$ cat src/rtl/gpo_pkg.sv
package gpo_pkg;

  localparam int LO_BITS = 32;
  localparam int OD_BIT  = 2;

  localparam int OFS_OUT_LO     = 'h004;
  localparam int OFS_OUT_LO_SET = 'h008;
  localparam int OFS_OUT_LO_CLR = 'h00C;
  localparam int OFS_OUT_HI     = 'h010;
  localparam int OFS_OUT_HI_SET = 'h014;
  localparam int OFS_OUT_HI_CLR = 'h018;
  localparam int OFS_EN_LO      = 'h020;
  localparam int OFS_EN_LO_SET  = 'h024;
  localparam int OFS_EN_LO_CLR  = 'h028;
  localparam int OFS_EN_HI      = 'h02C;
  localparam int OFS_EN_HI_SET  = 'h030;
  localparam int OFS_EN_HI_CLR  = 'h034;
  localparam int OFS_PIN_BASE   = 'h088;

  typedef enum logic [1:0] {
    OP_NONE,
    OP_WRITE,
    OP_SET,
    OP_CLR
  } wrOp_e;

  typedef enum logic [2:0] {
    RD_ZERO,
    RD_OUT_LO,
    RD_OUT_HI,
    RD_EN_LO,
    RD_EN_HI,
    RD_PIN
  } rdSel_e;

  typedef struct packed {
    wrOp_e        outLoOp;
    wrOp_e        outHiOp;
    wrOp_e        enLoOp;
    wrOp_e        enHiOp;
    logic         pinWr;
    logic [7:0]   pinIdx;
    rdSel_e       rdSel;
  } strobe_t;

endpackage

$ cat src/rtl/gpo_ctrl.sv
module gpo_ctrl
  import gpo_pkg::*;
#(
  parameter int NUM_PINS = 40,
  parameter int ADDR_W   = 12
) (
  input  logic              clk,
  input  logic              rst,
  input  logic              busValid,
  input  logic              busWrite,
  input  logic [ADDR_W-1:0] busAddr,
  output strobe_t           strb
);

  localparam logic [ADDR_W-1:0] PIN_LO = ADDR_W'(OFS_PIN_BASE);
  localparam logic [ADDR_W-1:0] PIN_HI = ADDR_W'(OFS_PIN_BASE + 4 * NUM_PINS);

  logic wrEn;
  logic inPinRange;
  logic [ADDR_W-1:0] pinOfs;

  assign wrEn       = busValid & busWrite;
  assign inPinRange = (busAddr >= PIN_LO) && (busAddr < PIN_HI) && (busAddr[1:0] == 2'b00);
  assign pinOfs     = busAddr - PIN_LO;

  always_comb begin
    strb         = '0;
    strb.outLoOp = OP_NONE;
    strb.outHiOp = OP_NONE;
    strb.enLoOp  = OP_NONE;
    strb.enHiOp  = OP_NONE;
    strb.rdSel   = RD_ZERO;
    strb.pinIdx  = 8'(pinOfs >> 2);
    case (busAddr)
      ADDR_W'(OFS_OUT_LO): begin
        strb.rdSel = RD_OUT_LO;
        if (wrEn) strb.outLoOp = OP_WRITE;
      end
      ADDR_W'(OFS_OUT_LO_SET): if (wrEn) strb.outLoOp = OP_SET;
      ADDR_W'(OFS_OUT_LO_CLR): if (wrEn) strb.outLoOp = OP_CLR;
      ADDR_W'(OFS_OUT_HI): begin
        strb.rdSel = RD_OUT_HI;
        if (wrEn) strb.outHiOp = OP_WRITE;
      end
      ADDR_W'(OFS_OUT_HI_SET): if (wrEn) strb.outHiOp = OP_SET;
      ADDR_W'(OFS_OUT_HI_CLR): if (wrEn) strb.outHiOp = OP_CLR;
      ADDR_W'(OFS_EN_LO): begin
        strb.rdSel = RD_EN_LO;
        if (wrEn) strb.enLoOp = OP_WRITE;
      end
      ADDR_W'(OFS_EN_LO_SET): if (wrEn) strb.enLoOp = OP_SET;
      ADDR_W'(OFS_EN_LO_CLR): if (wrEn) strb.enLoOp = OP_CLR;
      ADDR_W'(OFS_EN_HI): begin
        strb.rdSel = RD_EN_HI;
        if (wrEn) strb.enHiOp = OP_WRITE;
      end
      ADDR_W'(OFS_EN_HI_SET): if (wrEn) strb.enHiOp = OP_SET;
      ADDR_W'(OFS_EN_HI_CLR): if (wrEn) strb.enHiOp = OP_CLR;
      default: begin
        if (inPinRange) begin
          strb.rdSel = RD_PIN;
          strb.pinWr = wrEn;
        end
      end
    endcase
  end


  single_write_chk: assert property (@(posedge clk) disable iff (rst)
    $onehot0({strb.outLoOp != OP_NONE, strb.outHiOp != OP_NONE,
              strb.enLoOp != OP_NONE, strb.enHiOp != OP_NONE, strb.pinWr}));


  no_write_on_read_chk: assert property (@(posedge clk) disable iff (rst)
    !(busValid && busWrite) |->
      (strb.outLoOp == OP_NONE && strb.outHiOp == OP_NONE &&
       strb.enLoOp == OP_NONE && strb.enHiOp == OP_NONE && !strb.pinWr));


  pin_idx_range_chk: assert property (@(posedge clk) disable iff (rst)
    strb.pinWr |-> (int'(strb.pinIdx) < NUM_PINS));

endmodule

$ cat src/rtl/gpo_datapath.sv
module gpo_datapath
  import gpo_pkg::*;
#(
  parameter int NUM_PINS = 40,
  parameter int DATA_W   = 32
) (
  input  logic                clk,
  input  logic                rst,
  input  strobe_t             strb,
  input  logic [DATA_W-1:0]   busWdata,
  output logic [DATA_W-1:0]   busRdata,
  output logic [NUM_PINS-1:0] padOut,
  output logic [NUM_PINS-1:0] padOe,
  output logic [NUM_PINS-1:0] padOdMode
);

  localparam int HI_BITS = NUM_PINS - LO_BITS;

  logic [NUM_PINS-1:0] outVal;
  logic [NUM_PINS-1:0] enVal;
  logic [NUM_PINS-1:0] odMode;

  function automatic logic nextBit(logic cur, wrOp_e op, logic d);
    case (op)
      OP_WRITE: return d;
      OP_SET:   return cur | d;
      OP_CLR:   return cur & ~d;
      default:  return cur;
    endcase
  endfunction

  for (genvar i = 0; i < NUM_PINS; i++) begin : g_pin
    localparam bit IS_LO = (i < LO_BITS);
    localparam int BIDX  = IS_LO ? i : i - LO_BITS;
    wrOp_e outOp;
    wrOp_e enOp;
    assign outOp = IS_LO ? strb.outLoOp : strb.outHiOp;
    assign enOp  = IS_LO ? strb.enLoOp  : strb.enHiOp;

    always_ff @(posedge clk) begin
      if (rst) begin
        outVal[i] <= 1'b0;
        enVal[i]  <= 1'b0;
        odMode[i] <= 1'b0;
      end else begin
        outVal[i] <= nextBit(outVal[i], outOp, busWdata[BIDX]);
        enVal[i]  <= nextBit(enVal[i], enOp, busWdata[BIDX]);
        if (strb.pinWr && strb.pinIdx == 8'(i))
          odMode[i] <= busWdata[OD_BIT];
      end
    end

    assign padOe[i] = enVal[i] & ~(odMode[i] & outVal[i]);
  end

  assign padOut    = outVal;
  assign padOdMode = odMode;

  always_comb begin
    busRdata = '0;
    case (strb.rdSel)
      RD_OUT_LO: busRdata[LO_BITS-1:0] = outVal[LO_BITS-1:0];
      RD_OUT_HI: busRdata[HI_BITS-1:0] = outVal[NUM_PINS-1:LO_BITS];
      RD_EN_LO:  busRdata[LO_BITS-1:0] = enVal[LO_BITS-1:0];
      RD_EN_HI:  busRdata[HI_BITS-1:0] = enVal[NUM_PINS-1:LO_BITS];
      RD_PIN: begin
        for (int i = 0; i < NUM_PINS; i++)
          if (strb.pinIdx == 8'(i)) busRdata[OD_BIT] = odMode[i];
      end
      default: busRdata = '0;
    endcase
  end


  reset_clear_chk: assert property (@(posedge clk)
    rst |=> (outVal == '0 && enVal == '0 && odMode == '0));


  set_lo_hits_chk: assert property (@(posedge clk) disable iff (rst)
    strb.outLoOp == OP_SET |=>
      ((outVal[LO_BITS-1:0] & $past(busWdata)) == $past(busWdata)));


  set_lo_keeps_chk: assert property (@(posedge clk) disable iff (rst)
    strb.outLoOp == OP_SET |=>
      ((outVal[LO_BITS-1:0] & ~$past(busWdata)) ==
       ($past(outVal[LO_BITS-1:0]) & ~$past(busWdata))));


  clr_lo_hits_chk: assert property (@(posedge clk) disable iff (rst)
    strb.outLoOp == OP_CLR |=> ((outVal[LO_BITS-1:0] & $past(busWdata)) == '0));


  clr_en_lo_chk: assert property (@(posedge clk) disable iff (rst)
    strb.enLoOp == OP_CLR |=> ((enVal[LO_BITS-1:0] & $past(busWdata)) == '0));


  value_hold_chk: assert property (@(posedge clk) disable iff (rst)
    (strb.outLoOp == OP_NONE && strb.outHiOp == OP_NONE) |=> $stable(outVal));


  oe_within_enable_chk: assert property (@(posedge clk) disable iff (rst)
    (padOe & ~enVal) == '0);

endmodule

$ cat src/rtl/gpo_bank.sv
module gpo_bank
  import gpo_pkg::*;
#(
  parameter int NUM_PINS = 40,
  parameter int ADDR_W   = 12,
  parameter int DATA_W   = 32
) (
  input  logic                clk,
  input  logic                rst,
  input  logic                busValid,
  input  logic                busWrite,
  input  logic [ADDR_W-1:0]   busAddr,
  input  logic [DATA_W-1:0]   busWdata,
  output logic [DATA_W-1:0]   busRdata,
  output logic [NUM_PINS-1:0] padOut,
  output logic [NUM_PINS-1:0] padOe,
  output logic [NUM_PINS-1:0] padOdMode
);

  strobe_t strb;

  gpo_ctrl #(.NUM_PINS(NUM_PINS), .ADDR_W(ADDR_W)) u_ctrl (
    .clk      (clk),
    .rst      (rst),
    .busValid (busValid),
    .busWrite (busWrite),
    .busAddr  (busAddr),
    .strb     (strb)
  );

  gpo_datapath #(.NUM_PINS(NUM_PINS), .DATA_W(DATA_W)) u_dp (
    .clk       (clk),
    .rst       (rst),
    .strb      (strb),
    .busWdata  (busWdata),
    .busRdata  (busRdata),
    .padOut    (padOut),
    .padOe     (padOe),
    .padOdMode (padOdMode)
  );

endmodule

$ cat config.mk
export PLATFORM = sky130hd
export DESIGN_NAME = gpo_bank
export DESIGN_NICKNAME = d
export VERILOG_FILES = /design/src/rtl/gpo_pkg.sv /design/src/rtl/gpo_ctrl.sv /design/src/rtl/gpo_datapath.sv /design/src/rtl/gpo_bank.sv
export SDC_FILE = /design/constraint.sdc
export NUM_CORES = 1
export LEC_CHECK = 0
export BUFFER_PORTS_ARGS = -buffer_cell sky130_fd_sc_hd__buf_2
export CORE_AREA = 2 2 125 127
export CTS_BUF_LIST = sky130_fd_sc_hd__clkbuf_4
export DETAILED_ROUTE_END_ITERATION = 8
export DIE_AREA = 0 0 127 129
export PLACE_DENSITY_LB_ADDON = 0.05
export SKIP_LAST_GASP = 1
export SLEW_MARGIN = 20
export SYNTH_ARGS = -nofsm -noshare
export SYNTH_HDL_FRONTEND = slang
export SYNTH_SLANG_ARGS = --single-unit
$ cat constraint.sdc
create_clock -name clk -period 5.1 [get_ports clk]
set_clock_uncertainty 0.05 [all_clocks]
set_input_delay 0.255 -clock clk [delete_from_list [all_inputs] [get_ports clk]]
set_output_delay 0.255 -clock clk [all_outputs]
set_load 0.1 [all_outputs]
# == Word-level counts from Yosys, hierarchy flattened ==
# Cells that the tools add are included.
# W data, S select, Z words.
# word_totals
input_bits,48
out_inout_bits,152
register_bits,120
# classes
addsub,1
bitwise_logic,313
n_eq_ne,68
n_mux,135
n_reduce_logical,50
magnitude_cmp,2
# op_table
cell,count
$pmux W1 S3,80
$and A1 B1 Y1,161
$eq A8 B5 Y1 const B,16
$or A1 B1 Y1,80
$eq A12 B6 Y1 const B,6
$not A1 Y1,72
$eq A8 B4 Y1 const B,8
$eq A8 B6 Y1 const B,8
$pmux W24 S2,1
$mux W1,43
$logic_and A1 B1 Y1,42
$eq A12 B5 Y1 const B,3
$eq A8 B3 Y1 const B,4
$eq A12 B4 Y1 const B,2
$pmux W2 S3,4
$pmux W5 S4,1
$eq A2 B2 Y1 const B,8
$eq A8 B2 Y1 const B,2
$pmux W3 S5,1
$eq A12 B3 Y1 const B,1
$ge A12 B8 Y1 const B,1
$lt A12 B9 Y1 const B,1
$reduce_bool A3 Y1,4
$reduce_or A12 Y1,1
13 further kinds,19

# == Logic depth before layout (Yosys ltp) ==
# Gate-level depths: netlist of the first run.
# logic_depth
word_depth,43
depth_mapped,14

# == Modules after synthesis ==
# A second synthesis of the first run with hierarchy kept.
# unflattened
cells_unflattened,813
hier_area_um2,6638.9
# modules_own_cells
mod,instances,seq_area_each_um2,area_each_um2,cells_per_inst
gpo_datapath,1,2402.3,6273.5,761
gpo_ctrl,1,0.0,365.4,52

# == Worst setup path after synthesis of the first run ==
# Ideal clock, no wire load.
# synth_timing
path_kind,input -> output
start,input busAddr[3]
end,output busRdata[2]
setup_slack_ps,1417
required_ps,4795
arrival_ps,3378
path_stages,14
n_path_buf,5
path_cell_list,buf_2 -> buf_2 -> inv_2 -> clkbuf_1 -> ha_1 -> clkbuf_1 -> xor2_1 -> clkbuf_1 -> o21ai_0 -> nor3_1 -> a21oi_1 -> a32o_1 -> nand4_1 -> nand4_1
# synth_between
elab_chain_len,43
elab_cells_between_ends,106
classes_between,1 x add/sub; 2 x order compare; 56 x eq/ne; 43 x mux; 4 x reduce/logical
# synth_rtl
element,line,text
start: declaration,gpo_bank.sv:12,"input logic [ADDR_W-1:0] busAddr,"
$sub A10 B8 Y10,gpo_ctrl.sv:24,assign pinOfs = busAddr - PIN_LO;
$logic_not A8 Y1,gpo_datapath.sv:68,if (strb.pinIdx == 8'(i)) busRdata[OD_BIT] = odMode[i];
$mux W1 (40 in series),gpo_datapath.sv:68,
$pmux W1 S5 (*),gpo_datapath.sv:61,case (strb.rdSel)
end: declaration,gpo_bank.sv:14,"output logic [DATA_W-1:0] busRdata,"
# Every way passes the cells marked *; elsewhere a longest branch is shown, timed or not.

# == Worst setup path after layout of the first run ==
# Same ends and word-level chain as after synthesis.

==> results.py, run 1 <==
metrics = {
    "global_routing": {
        "grt_pass1_vias": 6511,
        "antenna_found_initial": 1,
        "gr-total-overflow": 0,
        "grt_max_degree": 69,
        "grt_pass1_wl_um": 36300,
        "grt_usage_pct": 28.2,
    },
    "critical_path": {
        "worstPathMaxFanout": 35,
        "critPathArrivalTime_ns": 3.57,
        "critPathKind": "primary input to output pin",
        "slowest_delay_ns": 0.83,
        "cpMaxStageDelayCell": "ha_1",
        "path_cells": "buf_2 -> inv_2 -> ha_1 -> clkinv_1 -> nor3_1 -> o22ai_1 -> o311ai_0 -> a32o_1 -> nand4_1 -> nand4_1 -> buf_2",
        "start_kind": "primary input",
        "required_ns": 4.80,
        "end_kind": "output pin",
    },
    "clocking": {
        "cts_tree": "built",
        "clk_pin_slew_worst_paths_ns": 0.11,
        "h-tree-depth": 4,
        "cts_buffer_depth": 2,
        "insertion_delay_ns": 0.55,
        "numCtsBuffers": 17,
        "cts.sinks": 120,
        "cts-resized-gates": 0,
        "root_buffer": "clkbuf_4",
        "postCtsSetupRepairBufs": 0,
    },
    "flow_run": {
        "cap_viol_max_count": 0,
    },
    "synthesis": {
        "syn-mean-instance-area_um2": 7.77,
        "synth_top_family_by_area": "compound AO/OA/AOI/OAI gates",
        "yosys_warnings": 0,
        "muxShareOfSynthArea_pct": 4.88,
        "synth_adder_area_share_pct": 0.375,
        "ys_seq_area_share_pct": 36.0,
        "synth_area_leaders": "dfxtp_1 36%, nor2_1 6.3%, a21oi_1 5.3%",
        "synthTopCellsByCount": "120 x dfxtp_1, 112 x nor2_1, 84 x nand2_1",
        "yosysTopAreaCell": "dfxtp_1",
        "ys.flop_type": "dfxtp_1",
        "ys_ff_latch": 120,
        "async_reset_ff_share_pct": 0,
        "netlist_area_mm2": 0.00667,
        "yosysMostFrequentCell": "dfxtp_1",
        "yosys.area_share.xor_xnor_pct": 0.525,
        "synthCells": 858,
        "synthSimpleGateAreaFrac_pct": 20.5,
        "syn_nets": 908,
        "ys_types": 62,
        "synth_compound_area_share_pct": 32.3,
        "netlist.area_leader.share_pct": 36.0,
        "synth-edff-count": 0,
    },
    "place": {
        "portBuffers": 199,
        "dp.cells": 1178,
        "dp_hpwl_um": 15400,
        "place_congestion": 0.901,
        "place_area_mm2": 0.00765,
    },
    "die": {
        "start_util_pct": 44.5,
        "pin_count": 200,
        "die-area_mm2": 0.0164,
        "die_w_um": 127,
        "core_area_mm2": 0.0150,
        "die_y_um": 129,
        "rows": 45,
    },
    "pwr": {
        "clockPowerShare_pct": 43.6,
        "leakage_nw": 3.50,
        "p_switching_mw": 0.508,
        "p_comb_share_pct": 9.4,
        "netSwitchingFraction_pct": 25.5,
        "peakVddDrop_mv": 0.143,
        "power_frac_seq_pct": 47.0,
        "internal-power_mw": 1.49,
        "power_density_mw_per_mm2": 240,
    },
    "detailed_routing": {
        "vias": 7313,
        "ant_nets": 0,
        "wl_per_cell_um": 18.9,
        "drc": 0,
        "first_pass_iters": 7,
        "routed_wl_um": 23500,
        "vias_per_cell": 5.89,
        "drtIter0Drc": 631,
    },
    "cells_and_area": {
        "final_cells": 1242,
        "fin_nets": 1090,
        "final_area_mm2": 0.00833,
        "drive_gt1_share_pct": 24.4,
        "syn_to_final_growth_pct": 24.9,
    },
    "timing": {
        "min_period_ns": 3.88,
        "slew_viol_final": 0,
        "max-slew-margin-rel_pct": 30.8,
        "setup_tns_ns": 0,
        "period_share_pct": 76.0,
        "grt_setup_unrepaired": "no",
        "fmax_mhz": 258,
        "hold_viol_final": 0,
        "hold-worst-slack_ns": 0.127,
        "worst_pin_slew_ns": 1.03,
        "setup_viol": 0,
    },
    "status": {
        "status": "completed",
    },
    "worst_hold_path": {
        "hold_path.class": "primary input to register",
    },
}
[worst max-delay path: cells and delay by family]
family,cells,cell delay (ns)
AO/OA/AOI/OAI,3,0.47
buffers and inverters,4,1.50
adder cells (fa/ha/maj),1,0.83
AND/OR/NAND/NOR,3,0.49
[sequential cells by signal (all words and copies together) (netlist names)]
register and cells:
u_dp.enVal 40, u_dp.padOdMode 40, u_dp.padOut 40
[per-stage QoR]
stage                     setup slack [ns]  utilization, %  total power, mW
after floorplan                       1.42               -             1.07
after global placement                1.37            51.1             1.12
after detailed placement              1.33            51.1             1.12
after CTS                             1.32            55.6             2.00
after global routing                  1.06            55.6             2.06
final                                 1.22            55.6             2.00
[layout make-up]
cell class	count	area, µm²
Inverter	4	15.0
Tap cell	188	235
Fill cell	1471	6650
Multi-Input combinational cell	657	3930
Sequential cell	120	2400
Antenna cell	1	2.50
Timing Repair Buffer	240	1380
Clock inverter	14	228
Clock buffer	18	135
[worst paths after layout]
path                         from               to  slack [ns]  depth (start not counted)
hold / removal                rst  u_dp.padOut[15]        0.13                          2
setup / recovery       busAddr[3]      busRdata[2]        1.22                         11
setup reg to reg  u_dp.padOut[33]  u_dp.padOut[33]        3.95                          3
hold reg to reg    u_dp.enVal[12]   u_dp.enVal[12]        0.45                          2
[metal layers]
layer	part of all wire, %	up-vias	track usage, %
met5	0	-	0
met4	1.5	0	9.31
met3	6.8	30	4.32
met2	46	348	44.7
met1	46	3428	39.6
li1	-	3507	-
[placed cells by master (no fill, tap or decap), drive strengths merged, types with 7 or more instances in the layout]
| cell | netlist | layout |
|---|---|---|
| o21ai | 88 | 88 |
| a21boi | 42 | 42 |
| dlygate4sd3 | 0 | 31 |
| a222oi | 7 | 7 |
| nand3 | 34 | 34 |
| buf | 29 | 209 |
| nand2 | 84 | 84 |
| dfxtp | 120 | 120 |
| nand2b | 7 | 7 |
| mux2i | 28 | 28 |
| nor3 | 12 | 12 |
| clkbuf | 48 | 18 |
| nand4 | 16 | 16 |
| a22oi | 32 | 32 |
| a221o | 7 | 7 |
| and2 | 7 | 7 |
| o211ai | 10 | 10 |
| nor2 | 113 | 113 |
| a22o | 38 | 38 |
| a21oi | 71 | 71 |
[power by group through the flow]
stage | sequential (mW) | combinational, mW | clock [mW]
floorplan | 0.959 | 0.109 | 0
global placement | 0.959 | 0.165 | 0
detailed placement | 0.959 | 0.166 | 0
CTS | 0.938 | 0.185 | 0.879
global route | 0.938 | 0.203 | 0.918
finish | 0.938 | 0.188 | 0.870
[repair_timing]
item	4_1_cts	5_1_grt
hold buffers	31	0
setup endpoints to repair	0	0
endpoints found under the hold margin	62	0
[logic make-up after synthesis]
group | after synthesis
DFF | 120
adders and majority gates | 2
buffers and inverters | 81
xor gates and xnor gates | 4
and+or+nand+nor | 295
muxes | 31
AOI/OAI and AO/OA | 325
Note: power is estimated with default switching activity, not from simulation.
==> run 2, diff against run 1 <==
clock period = 3.9 ns   (was 5.1 ns; I/O delays follow)
==> run 2 against run 1 <==
  * Sequential share of layout area is 0.078 points lower
  * Clock power is 9.0% higher
  * Routed wire length is 1.7% higher
  * Register-to-register slack worse by 1.2 ns
  * Count of clock-buffer cells in the layout is 1 lower
==> results.py, run 2 (synthesis results as in run 1) <==
metrics = {
    "detailed_routing": {
        "drc": 0,
        "vias_per_cell": 5.87,
        "wl_per_cell_um": 19.1,
        "first_pass_iters": 7,
        "ant_nets": 0,
        "routed_wl_um": 23900,
        "vias": 7360,
        "drtIter0Drc": 642,
    },
    "critical_path": {
        "critPathKind": "primary input to output pin",
        "worstPathMaxFanout": 15,
        "critPathArrivalTime_ns": 2.81,
        "cpMaxStageDelayCell": "a211oi_1",
        "crit_family": "simple AND/OR/NAND/NOR gates",
        "path_buf_inv": 3,
        "end_kind": "output pin",
        "worstReg2RegStart": "u_dp.padOut[33]",
        "path_cells": "buf_2 -> inv_1 -> ha_1 -> nor4b_1 -> o211ai_1 -> a211oi_1 -> nor4b_1 -> a21oi_1 -> nand4_1 -> nand4_1 -> buf_12",
        "required_ns": 3.65,
        "rr_endpoint": "u_dp.padOut[33]",
        "slowest_delay_ns": 0.44,
        "start_kind": "primary input",
        "reg2regPathDepth": 3,
        "rrSetupSlack_ns": 2.72,
    },
    "pwr": {
        "power_density_mw_per_mm2": 291,
        "leakage_nw": 3.52,
        "p_switching_mw": 0.684,
        "power_frac_seq_pct": 50.5,
        "netSwitchingFraction_pct": 28.2,
        "peakVddDrop_mv": 0.136,
        "internal-power_mw": 1.74,
        "p_comb_share_pct": 10.4,
        "clockPowerShare_pct": 39.1,
    },
    "cells_and_area": {
        "final_common_cell": "buf_2",
        "final_cells": 1254,
        "fin_nets": 1102,
        "final_area_mm2": 0.00835,
        "register_area_mm2": 0.00240,
        "drive_gt1_share_pct": 24.6,
        "syn_to_final_growth_pct": 25.2,
        "nFillCells": 1441,
        "multiInputGateArea_mm2": 0.00392,
        "layout_common_cells": "197 x buf_2, 120 x dfxtp_1, 112 x nor2_1",
    },
    "clocking": {
        "cts.sinks": 120,
        "insertion_delay_ns": 0.54,
        "h-tree-depth": 4,
        "cts_tree": "built",
        "clk_pin_slew_worst_paths_ns": 0.12,
        "cts_buffer_depth": 2,
        "cts_hold_buf": 31,
        "root_buffer": "clkbuf_4",
        "numCtsBuffers": 17,
        "postCtsSetupRepairBufs": 0,
        "cts-resized-gates": 0,
    },
    "timing": {
        "period_share_pct": 78.2,
        "setup_tns_ns": 0,
        "worst_pin_slew_ns": 0.954,
        "grt_setup_unrepaired": "no",
        "max-slew-margin-rel_pct": 36.4,
        "fmax_mhz": 328,
        "setup_viol": 0,
        "min_period_ns": 3.05,
        "hold_viol_final": 0,
        "slew_viol_final": 0,
    },
    "global_routing": {
        "antenna_found_initial": 1,
        "grt_pass1_vias": 6558,
        "grt_usage_pct": 29.0,
        "gr-total-overflow": 0,
        "grt_pass1_wl_um": 37200,
        "grt_max_degree": 90,
    },
    "die": {
        "pin_count": 200,
        "rows": 45,
        "die_y_um": 129,
        "die_w_um": 127,
        "die-area_mm2": 0.0164,
        "start_util_pct": 44.5,
        "core_area_mm2": 0.0150,
    },
    "place": {
        "place_congestion": 0.893,
        "dp_hpwl_um": 15900,
        "portBuffers": 199,
        "place_area_mm2": 0.00775,
        "dp.cells": 1190,
    },
    "flow_run": {
        "cap_viol_max_count": 0,
    },
    "worst_hold_path": {
        "hold-path-cell-count": 4,
        "worstHoldEndpoint": "u_dp.padOdMode[1]",
        "hold_path.class": "primary input to register",
        "min_from": "busAddr[9]",
    },
    "status": {
        "status": "completed",
    },
}
run 2: per-stage QoR:
step,util [%],setup WS (ns),power [mW],hold WS [ns]
floorplan,-,0.337,1.40,0.285
global placement,51.8,0.965,1.48,0.421
detailed placement,51.8,0.876,1.48,0.425
CTS,55.7,0.890,2.43,0.0289
global route,55.8,0.665,2.52,0.0338
finish,55.8,0.849,2.43,0.0652
run 2: worst register-to-register path, delay by kind of cell (launching register included):
kind               cells  cell delay [ns]
AOI/OAI and AO/OA      2             0.55
DFF                    1             0.37
and+or+nand+nor        1             0.07
run 2: worst max-delay path by stage:
stage	slack [ns]	depth (start not counted)	end	start
after CTS	0.89	11	busRdata[2]	busAddr[4]
after global routing	0.66	11	busRdata[2]	busAddr[4]
after global placement	0.97	8	busRdata[1]	busAddr[11]
after floorplan	0.34	14	busRdata[2]	busAddr[3]
after detailed placement	0.88	11	u_dp.padOdMode[21]	busAddr[4]
final	0.85	11	busRdata[2]	busAddr[4]
run 2: metal layers:
layer | up-vias | routed length, µm | share of wire, % | GRT usage, %
li1 | 3541 | - | - | -
met4 | 0 | 397 | 1.7 | 8.73
met2 | 324 | 11000 | 46 | 46.9
met3 | 26 | 1600 | 6.7 | 4.70
met5 | - | 0 | 0 | 0
met1 | 3469 | 10900 | 46 | 40.1
run 2: layout make-up:
class,instances,share of cell area (%)
flip-flops and latches,120,28.8
clock inverters,15,1.89
clock buffers,17,1.53
inverters,4,0.180
repair buffers,252,17.8
diodes,1,0.0300
multi-input cells,657,47.0
well taps,188,2.82
run 2: power groups by stage:
stage	clock (mW)	sequential, mW	combinational, mW
floorplan	0	1.25	0.142
global placement	0	1.25	0.223
detailed placement	0	1.25	0.224
CTS	0.956	1.23	0.248
global route	1.01	1.23	0.274
finish	0.948	1.23	0.253
